<file path="config.mk">
export PLATFORM = sky130hd
export DESIGN_NAME = tmac_top
export DESIGN_NICKNAME = d
export VERILOG_FILES = /design/src/rtl/tmac_pkg.sv /design/src/rtl/tmac_store.sv /design/src/rtl/tmac_seq.sv /design/src/rtl/tmac_regs.sv /design/src/rtl/tmac_top.sv
export SDC_FILE = /design/constraint.sdc
export NUM_CORES = 1
export LEC_CHECK = 0
export CORE_ASPECT_RATIO = 2
export CORE_MARGIN = 2
export CORE_UTILIZATION = 57
export DETAILED_ROUTE_END_ITERATION = 12
export PLACE_DENSITY = 0.81
export SETUP_SLACK_MARGIN = 0.15
export SLEW_MARGIN = 15
export SYNTH_ARGS = -nofsm -noshare
export SYNTH_HDL_FRONTEND = slang
export SYNTH_SLANG_ARGS = --single-unit
</file>
<file path="constraint.sdc">
create_clock -name clk -period 2.55 [get_ports clk]
set_input_delay 0.3825 -clock clk [delete_from_list [all_inputs] [get_ports clk]]
set_output_delay 0.3825 -clock clk [all_outputs]
set_load 0.01 [all_outputs]
</file>
<file path="src/rtl/tmac_pkg.sv">
// Package: shared constants and field positions for the trigger memory
// access controller. Assumes 16-bit CPU registers and 32-bit table words.
package tmac_pkg;
    localparam int REG_W    = 16;
    localparam int WORD_W   = 2 * REG_W;
    localparam int ADDR_W   = 2;

    typedef enum logic [ADDR_W-1:0] {
        OFS_CTRL  = 2'd0,
        OFS_UPPER = 2'd1,
        OFS_LOWER = 2'd2,
        OFS_SPARE = 2'd3
    } reg_ofs_e;

    // Control register bit positions
    localparam int CTL_DIR_BIT  = 15;
    localparam int CTL_BUSY_BIT = 14;

    // Upper data register: reserved bit that is never stored
    localparam int UPR_RSVD_BIT = 5;
    localparam logic [REG_W-1:0] UPR_KEEP_MASK = ~(REG_W'(1) << UPR_RSVD_BIT);
endpackage

</file>
<file path="src/rtl/tmac_store.sv">
// Module: tmac_store
// Trigger table storage: DEPTH words, one synchronous write port, two
// combinational read ports (transfer side and schedule side).
// Assumes: contents are not reset; the writer never asserts we while locked.
module tmac_store
    import tmac_pkg::*;
#(
    parameter int DEPTH = 32,
    localparam int IDX_W = $clog2(DEPTH)
) (
    input  logic              clk,
    input  logic              rst_n,
    input  logic              lock,
    input  logic              we,
    input  logic [IDX_W-1:0]  widx,
    input  logic [WORD_W-1:0] wword,
    input  logic [IDX_W-1:0]  ridx_a,
    output logic [WORD_W-1:0] rword_a,
    input  logic [IDX_W-1:0]  ridx_b,
    output logic [WORD_W-1:0] rword_b
);
    logic [WORD_W-1:0] mem [DEPTH];

    // Per-entry write enable and storage, one generate slice per entry
    for (genvar e = 0; e < DEPTH; e++) begin : g_entry
        always_ff @(posedge clk) begin
            if (we && widx == IDX_W'(e)) mem[e] <= wword;
        end
    end

    // Combinational read ports
    assign rword_a = mem[ridx_a];
    assign rword_b = mem[ridx_b];

    // no table write may occur while the lock is held
    p_no_write_locked_r8: assert property (@(posedge clk) disable iff (!rst_n)
        we |-> !lock)
        else $error("table written while locked");
endmodule

</file>
<file path="src/rtl/tmac_seq.sv">
// Module: tmac_seq
// Transfer sequencer: turns a start pulse into one busy cycle. At the end of
// that cycle it issues a table write or a data-register load.
// Assumes: direction and index hold steady while busy (control is frozen then).
module tmac_seq (
    input  logic clk,
    input  logic rst_n,
    input  logic start,
    input  logic dir,
    input  logic active_mode,
    output logic busy,
    output logic mem_we,
    output logic ld_en
);
    // One-cycle busy flag following each start
    always_ff @(posedge clk) begin
        if (!rst_n) busy <= 1'b0;
        else        busy <= start;
    end

    // Execute strobes, suppressed when active mode is seen in the execute cycle
    always_comb begin
        mem_we = busy &&  dir && !active_mode;
        ld_en  = busy && !dir && !active_mode;
    end

    // busy never lasts longer than one cycle
    p_busy_single_r6: assert property (@(posedge clk) disable iff (!rst_n)
        busy |=> !busy)
        else $error("busy held for two cycles");
endmodule

</file>
<file path="src/rtl/tmac_regs.sv">
// Module: tmac_regs
// CPU-visible register file: control register (direction, index, busy view)
// and the two 16-bit data staging registers, plus read-data selection.
// Assumes: single-cycle write strobes; the sequencer owns the busy flag.
module tmac_regs
    import tmac_pkg::*;
#(
    parameter int IDX_W = 5
) (
    input  logic              clk,
    input  logic              rst_n,
    input  logic              active_mode,
    input  logic              bus_sel,
    input  logic              bus_wr,
    input  logic [ADDR_W-1:0] bus_addr,
    input  logic [1:0]        bus_be,
    input  logic [REG_W-1:0]  bus_wdata,
    output logic [REG_W-1:0]  bus_rdata,
    input  logic              busy,
    input  logic              ld_en,
    input  logic [WORD_W-1:0] ld_word,
    output logic              start,
    output logic              ctrl_dir,
    output logic [IDX_W-1:0]  ctrl_idx,
    output logic [WORD_W-1:0] data_word
);
    logic [REG_W-1:0] upper_q, lower_q;
    logic             wr_any, ctrl_wr;

    // Write decode and control lock (active mode or transfer in flight)
    always_comb begin
        wr_any  = bus_sel && bus_wr;
        ctrl_wr = wr_any && bus_addr == OFS_CTRL && !active_mode && !busy;
        start   = ctrl_wr && bus_be[0];
    end

    // Control register: direction from the high byte, index from the low byte
    always_ff @(posedge clk) begin
        if (!rst_n) begin
            ctrl_dir <= 1'b0;
            ctrl_idx <= '0;
        end else if (ctrl_wr) begin
            if (bus_be[1]) ctrl_dir <= bus_wdata[CTL_DIR_BIT];
            if (bus_be[0]) ctrl_idx <= bus_wdata[IDX_W-1:0];
        end
    end

    // Byte-enable merge for a data register write
    function automatic logic [REG_W-1:0] merge(input logic [REG_W-1:0] old,
                                               input logic [REG_W-1:0] nw,
                                               input logic [1:0]       be);
        logic [REG_W-1:0] r;
        r = old;
        for (int b = 0; b < 2; b++) begin
            if (be[b]) r[b*8 +: 8] = nw[b*8 +: 8];
        end
        return r;
    endfunction

    // Upper data register: table load wins over a CPU write; bit 5 never stored
    always_ff @(posedge clk) begin
        if (!rst_n)                                upper_q <= '0;
        else if (ld_en)                            upper_q <= ld_word[WORD_W-1:REG_W] & UPR_KEEP_MASK;
        else if (wr_any && bus_addr == OFS_UPPER)  upper_q <= merge(upper_q, bus_wdata, bus_be) & UPR_KEEP_MASK;
    end

    // Lower data register (time mark): table load wins over a CPU write
    always_ff @(posedge clk) begin
        if (!rst_n)                                lower_q <= '0;
        else if (ld_en)                            lower_q <= ld_word[REG_W-1:0];
        else if (wr_any && bus_addr == OFS_LOWER)  lower_q <= merge(lower_q, bus_wdata, bus_be);
    end

    assign data_word = {upper_q, lower_q};

    // Read-data selection by offset
    always_comb begin
        bus_rdata = '0;
        case (bus_addr)
            OFS_CTRL: begin
                bus_rdata[CTL_DIR_BIT]  = ctrl_dir;
                bus_rdata[CTL_BUSY_BIT] = busy;
                bus_rdata[IDX_W-1:0]    = ctrl_idx;
            end
            OFS_UPPER: bus_rdata = upper_q;
            OFS_LOWER: bus_rdata = lower_q;
            default:   bus_rdata = '0;
        endcase
    end

    // reserved control bits always read zero
    p_ctrl_rsvd_r2: assert property (@(posedge clk) disable iff (!rst_n)
        (bus_addr == OFS_CTRL) |-> (bus_rdata[CTL_BUSY_BIT-1:IDX_W] == '0))
        else $error("control reserved bits nonzero");

    // a busy cycle is only ever preceded by a write carrying the low byte
    p_start_low_r3: assert property (@(posedge clk) disable iff (!rst_n)
        busy |-> ($past(bus_be[0]) && $past(wr_any) && $past(bus_addr) == OFS_CTRL))
        else $error("transfer started without low-byte control write");

    // control fields hold while a control write arrives in active mode
    p_lock_ctrl_r7: assert property (@(posedge clk) disable iff (!rst_n)
        (wr_any && bus_addr == OFS_CTRL && active_mode) |=> $stable({ctrl_dir, ctrl_idx}))
        else $error("control changed in active mode");

    // a load places the table word into the staging pair
    p_load_r5: assert property (@(posedge clk) disable iff (!rst_n)
        ld_en |=> (data_word == ($past(ld_word) & {UPR_KEEP_MASK, {REG_W{1'b1}}})))
        else $error("data registers not loaded from table");

    // reserved bit of the upper register stays zero
    p_rsvd_zero_r11: assert property (@(posedge clk) disable iff (!rst_n)
        !upper_q[UPR_RSVD_BIT])
        else $error("upper data reserved bit set");
endmodule

</file>
<file path="src/rtl/tmac_top.sv">
// Module: tmac_top
// Indirect trigger memory access controller: a 16-bit register window onto a
// DEPTH x 32-bit trigger table, with a locked-out write path in active mode
// and a combinational read port for the schedule logic.
// Assumes: active_mode comes synchronous to clk.
module tmac_top
    import tmac_pkg::*;
#(
    parameter int DEPTH = 32,
    localparam int IDX_W = $clog2(DEPTH)
) (
    input  logic              clk,
    input  logic              rst_n,
    input  logic              active_mode,
    input  logic              bus_sel,
    input  logic              bus_wr,
    input  logic [ADDR_W-1:0] bus_addr,
    input  logic [1:0]        bus_be,
    input  logic [REG_W-1:0]  bus_wdata,
    output logic [REG_W-1:0]  bus_rdata,
    input  logic [IDX_W-1:0]  sch_idx,
    output logic [WORD_W-1:0] sch_word
);
    logic              start, busy, mem_we, ld_en, ctrl_dir;
    logic [IDX_W-1:0]  ctrl_idx;
    logic [WORD_W-1:0] data_word, xfer_word;

    tmac_regs #(.IDX_W(IDX_W)) u_regs (
        .clk(clk), .rst_n(rst_n), .active_mode(active_mode),
        .bus_sel(bus_sel), .bus_wr(bus_wr), .bus_addr(bus_addr),
        .bus_be(bus_be), .bus_wdata(bus_wdata), .bus_rdata(bus_rdata),
        .busy(busy), .ld_en(ld_en), .ld_word(xfer_word),
        .start(start), .ctrl_dir(ctrl_dir), .ctrl_idx(ctrl_idx),
        .data_word(data_word)
    );

    tmac_seq u_seq (
        .clk(clk), .rst_n(rst_n), .start(start), .dir(ctrl_dir),
        .active_mode(active_mode), .busy(busy), .mem_we(mem_we), .ld_en(ld_en)
    );

    tmac_store #(.DEPTH(DEPTH)) u_store (
        .clk(clk), .rst_n(rst_n), .lock(active_mode),
        .we(mem_we), .widx(ctrl_idx), .wword(data_word),
        .ridx_a(ctrl_idx), .rword_a(xfer_word),
        .ridx_b(sch_idx), .rword_b(sch_word)
    );

    // index and direction stay fixed through the busy cycle
    p_ctrl_frozen_busy_r12: assert property (@(posedge clk) disable iff (!rst_n)
        busy |=> $stable({ctrl_dir, ctrl_idx}))
        else $error("control changed during transfer");
endmodule

</file>
Word-level counts from Yosys, hierarchy flattened
Memories as Yosys holds them, arrays and structs flattened. A register that Yosys moved wholly into a read port is not among the register bits. Cells that the tools add are included.

Register bits after elaboration: 38. Memories: 1. Bits in writable memories: 992. Input port bits: 30. Logic and storage cells: 299. Output and inout port bits: 48.

Memories: u_store.mem (words 32, bits a word 31, read ports 2, clocked after Yosys merged registers in 1, wr ports 1, line tmac_store.sv:22) `logic [WORD_W-1:0] mem [DEPTH];`.

Muxes and demuxes: 169. Reductions and logical operators: 89. Equality and inequality tests: 33.

Operators with widths (count): 31-bit two-way mux (31); 31-bit OR reduction (31); 5-bit two-way mux (33); 1-bit two-way mux (95); 5-bit == test (second input constant) (16); 16-bit two-way mux (4); 1-bit logical AND (43); 5-bit by 4-bit == test with 1-bit output (second input constant) (8); 8-bit two-way mux (3); 5-bit by 3-bit == test with 1-bit output (second input constant) (4); 9-bit case mux with 2 select lines (1); 5-bit case mux with 3 select lines (1); 2-bit AND reduction (6); 5-bit by 2-bit == test with 1-bit output (second input constant) (2); 2-bit nonzero test (4); 2-bit case mux with 3 select lines (1); 5-bit by 1-bit == test with 1-bit output (second input constant) (1); 5-bit logical NOT (1); 1-bit logical NOT (3); 2-bit by 1-bit == test with 1-bit output (second input constant) (1); 2-bit == test (second input constant) (1); 2-bit logical NOT (1).

Longest topological paths before layout
Word-level depth: 37. Mapped depth: 9. Gate-level depth less buffers: 7.

Modules after synthesis
From an unflattened synthesis, not the netlist that was laid out.

Cell total of the unflattened synthesis: 3614. Area, all modules: 50907.6 um^2.

Modules (own cells, without submodules): tmac_store (instances 1, cells each 3391, sequential area each 30749.5 um^2, area each 48794.3 um^2); tmac_regs (instances 1, cells each 219, sequential area each 740.7 um^2, area each 2065.7 um^2); tmac_seq (instances 1, cells each 4, sequential area each 20.0 um^2, area each 47.5 um^2).

Least setup slack after synthesis
No wires, ideal clock.

Path type: input to register. Start: in active_mode. End: mem u_store.mem[12][0] in the netlist's numbering (enable). Library setup time: 0.419 ns. Setup slack: -0.238 ns. Arrival: 2.369 ns. Path buffers: 0. Required time: 2.131 ns. Stages on the path: 3. Cell sequence: nor4bb_1 nand3_1 nor2_1.

Longest elaborated chain between the ends: 37. Elaborated cells between the ends (all ways): 191. Those cells by class: 126 x mux; 65 x reduce/logical.

RTL lines: start, declared (line tmac_top.sv:14) `input logic active_mode,`; 1-bit logical NOT * (line tmac_seq.sv:23) `mem_we = busy && dir && !active_mode;`; 1-bit logical AND * (line tmac_seq.sv:23); 1-bit logical AND (line tmac_store.sv:27) `if (we && widx == IDX_W'(e)) mem[e] <= wword;`; 1-bit two-way mux (line tmac_store.sv:27); 1-bit two-way mux (not written as such) (line tmac_store.sv:27); 31-bit OR reduction (no line); 5-bit two-way mux (no line) / 1-bit two-way mux (equally long branches) (31 in series); end, declared (line tmac_store.sv:22).

Every way passes the cells marked *; elsewhere a longest branch is shown, timed or not.

==> impl_results.md <==
- Status: finished, violations left
- Violated checks: negative setup slack
- Maximum buffer depth of the clock tree: 3
- Pwr dens: 619 nW/um2
- Gpl congestion: 0.927
- Die W: 208 um
- Slowest stage delay, CP: 0.55 ns
- DRT Pass-1 Iters: 7
- Fmax: 326 MHz
- Final min period: 3.07 ns
- End of the worst register-to-register path: u_regs.upper_q[1]
- Seq cells post-synth: 1035
- Vias: 28700
- Row Count: 149
- Crit-path cells: mux4_2, mux4_2, mux2_4, buf_6
- WL per Instance: 41.5 um
- Worst Skew: 0.0255 ns
- CTS Buf Count: 86
- Startpoint types: flop
- Worst-Skew Late Latency: 0.70 ns
- Placed Cells: 3480
- Peak supply drop: 0.630 mV
- Core Area: 82400 um2
- Die area: 85600 um2
- EDFF count, synth: 992
- Leak: 0.0185 uW
- Distinct cells, synth: 46
- CTS tree: yes
- CP top delay family: multiplexers
- Initial DRC Count: 5044
- Synthesized Nets: 2265
- Crit end category: output port
- Setup TNS: -12.45 ns
- Tot GR Track Use: 36.0%
- Crit-path most repeated cell: mux4_2
- Worst hold path type: in2reg
- CTS Sinks: 1035
- Avg Cell Area, Syn: 21.2 um2
- WP data required: 2.17 ns
- H-tree depth: 3
- Min-delay src: rst_n
- Post-Synthesis Cells: 2230
- Max-slew violations: 0
- Area of the mapped netlist: 47400 um2
- Slew Limit Headroom: 47.0%
- Nets: 2578
- RSZ-0062 raised after global routing: yes
- Number of global-route vias before repair: 29800
- Share of layout cells above drive strength 1: 44.1%
- Root Driver: clkbuf_16
- Hold Vio Cnt, Final: 0
- Max_cap viols: 0
- Port buffer count: 76
- Die H: 412 um
- Non-filler instance count after layout: 3672
- Post-route DRC: 0
- Largest net degree at the start of global routing: 58
- Worst Max-Slew Pin Slew: 0.792 ns
- CP max FO: 2
- Hpwl dp: 93.4 mm
- Ys Warns: 0
- Finished layout cell area: 55900 um2
- CP Class: reg2out
- Asr flop ratio synth: 0%
- Boundary Pins: 78
- Initial core utilization: 57.5%
- Routed Antenna Nets: 0
- Fin util: 67.9%
- Worst Path Buf+Inv: 1
- Dominant synthesized flop cell: edfxtp_1
- Total gr overflow: 0
- Final WL: 152 mm
- Antenna violations before repair: 1
- Vias/cell: 7.82
- CP Data Arrival Time: 2.69 ns
- Final period util: 120%
- Hold path cells: 3
- Sequential cell area fraction in the yosys report: 64.7%
- Post-DP Area: 52500 um2
- Area Growth Syn to Fin: 18.0%
- Clock-pin transition on the worst setup and hold timing paths: 0.07 ns
- # hold bufs at CTS: 0
- First-pass GRT wire length: 214 mm
- Crit path max-delay cell type: mux4_2
- Slack of the critical path: -0.519 ns
- Final setup vio count: 31
- Worst r2r path cells: 5
- N_diodes: 0
- Reg2Reg Setup Slack: 0.20 ns
kinds of logic (layout without fill, tap and decap cells):
group	count (synthesis)	count (layout)	synth area share (%)
flip-flops	1035	1035	64.7
multiplexers	652	652	28.6
AO/OA/AOI/OAI	192	192	3.16
buffers and inverters	180	565	1.73
AND/OR/NAND/NOR	165	165	1.65
adder cells (fa/ha/maj)	5	5	0.132
other	1	1	0.00791
layer usage:
metal | wire, um | GRT usage (%)
met3 | 18300 | 8.20
met5 | 11 | 0
met1 | 43900 | 41.0
met4 | 14700 | 28.5
met2 | 75500 | 59.1
worst max path at each step:
stage / start / to / slack [ns] / cells after the start
after floorplan: active_mode / u_store.mem[12][0] / -0.24 / 3
after global placement: sch_idx[0] / sch_word[16] / -0.66 / 7
after detailed placement: sch_idx[0] / sch_word[16] / -0.67 / 7
after CTS: u_store.mem[31][9] / sch_word[9] / -0.55 / 4
after global routing: u_store.mem[31][8] / sch_word[8] / -0.54 / 4
final: u_store.mem[31][9] / sch_word[9] / -0.52 / 4
Yosys cell counts (5+ instances only):
cell type	instances	area [um2]
nand2_1	52	195
nor3_1	5	25.0
ha_1	5	62.6
o2111ai_1	12	105
and2_1	5	31.3
a22o_1	23	201
a21oi_1	9	45.0
mux4_2	559	12600
o22ai_1	29	181
dfxtp_1	43	861
edfxtp_1	992	29800
o21ai_0	11	55.1
nand2b_1	7	43.8
buf_4	7	52.6
nand3_1	10	50.1
buf_1	24	90.1
buf_2	69	345
a32o_1	23	230
mux2_2	38	428
nor2_1	48	180
nor2b_1	28	175
o221ai_1	20	175
mux2i_1	55	551
a211oi_1	21	158
a22oi_1	24	180
clkbuf_1	74	278
a222oi_1	7	70.1
what timing repair did:
action / in CTS / in global routing
resized for setup: 201 / 3
buffers inserted: 19 / 11
setup endpoints to repair: 53 / 40
pin swaps: 6 / 3
gates cloned: 2 / 0
final cells by class:
| type | instances | area (um2) |
|---|---|---|
| Clock inverter | 50 | 688 |
| Timing Repair Buffer | 403 | 4610 |
| Multi-Input combinational cell | 1015 | 16300 |
| Clock buffer | 110 | 2310 |
| Fill cell | 4882 | 26500 |
| Tap cell | 1057 | 1320 |
| Inverter | 2 | 7.51 |
| Sequential cell | 1035 | 30700 |
registers in the layout, summed over array words and instances (netlist names), named ones only:
signal	flops
u_seq.busy	1
u_regs.lower_q	16
u_regs.upper_q	15
u_regs.ctrl_idx	5
u_regs.ctrl_dir	1
u_store.mem	992
tightest hold or removal path, delay by kind of cell:
kind                   cells  cell delay (ns)
AND/OR/NAND/NOR            1             0.15
buffers and inverters      2             0.37
power breakdown:
part	switching (uW)	total, uW	internal [uW]
Combinational	951	1920	967
Clock	6350	14300	7920
Sequential	14.7	18400	18400
cell usage in the layout (no fill, tap or decap), types with 27 or more instances in the layout:
cell type,instances
clkbuf_16,87
edfxtp_1,992
o22ai_1,29
nand2_1,52
nor2b_1,27
dfxtp_1,35
nor2_4,32
mux4_2,559
buf_4,221
buf_6,32
mux2i_1,54
mux2_4,31
buf_12,103
stage by stage:
step	setup WS, ns	total power [uW]	hold slack (ns)
after floorplan	-0.238	19900	0.541
after CTS	-0.551	34600	0.201
after global placement	-0.658	20600	0.586
after global routing	-0.536	35200	0.246
final	-0.519	34600	0.254
after detailed placement	-0.670	20600	0.596
(Power assumes the default switching activity.)
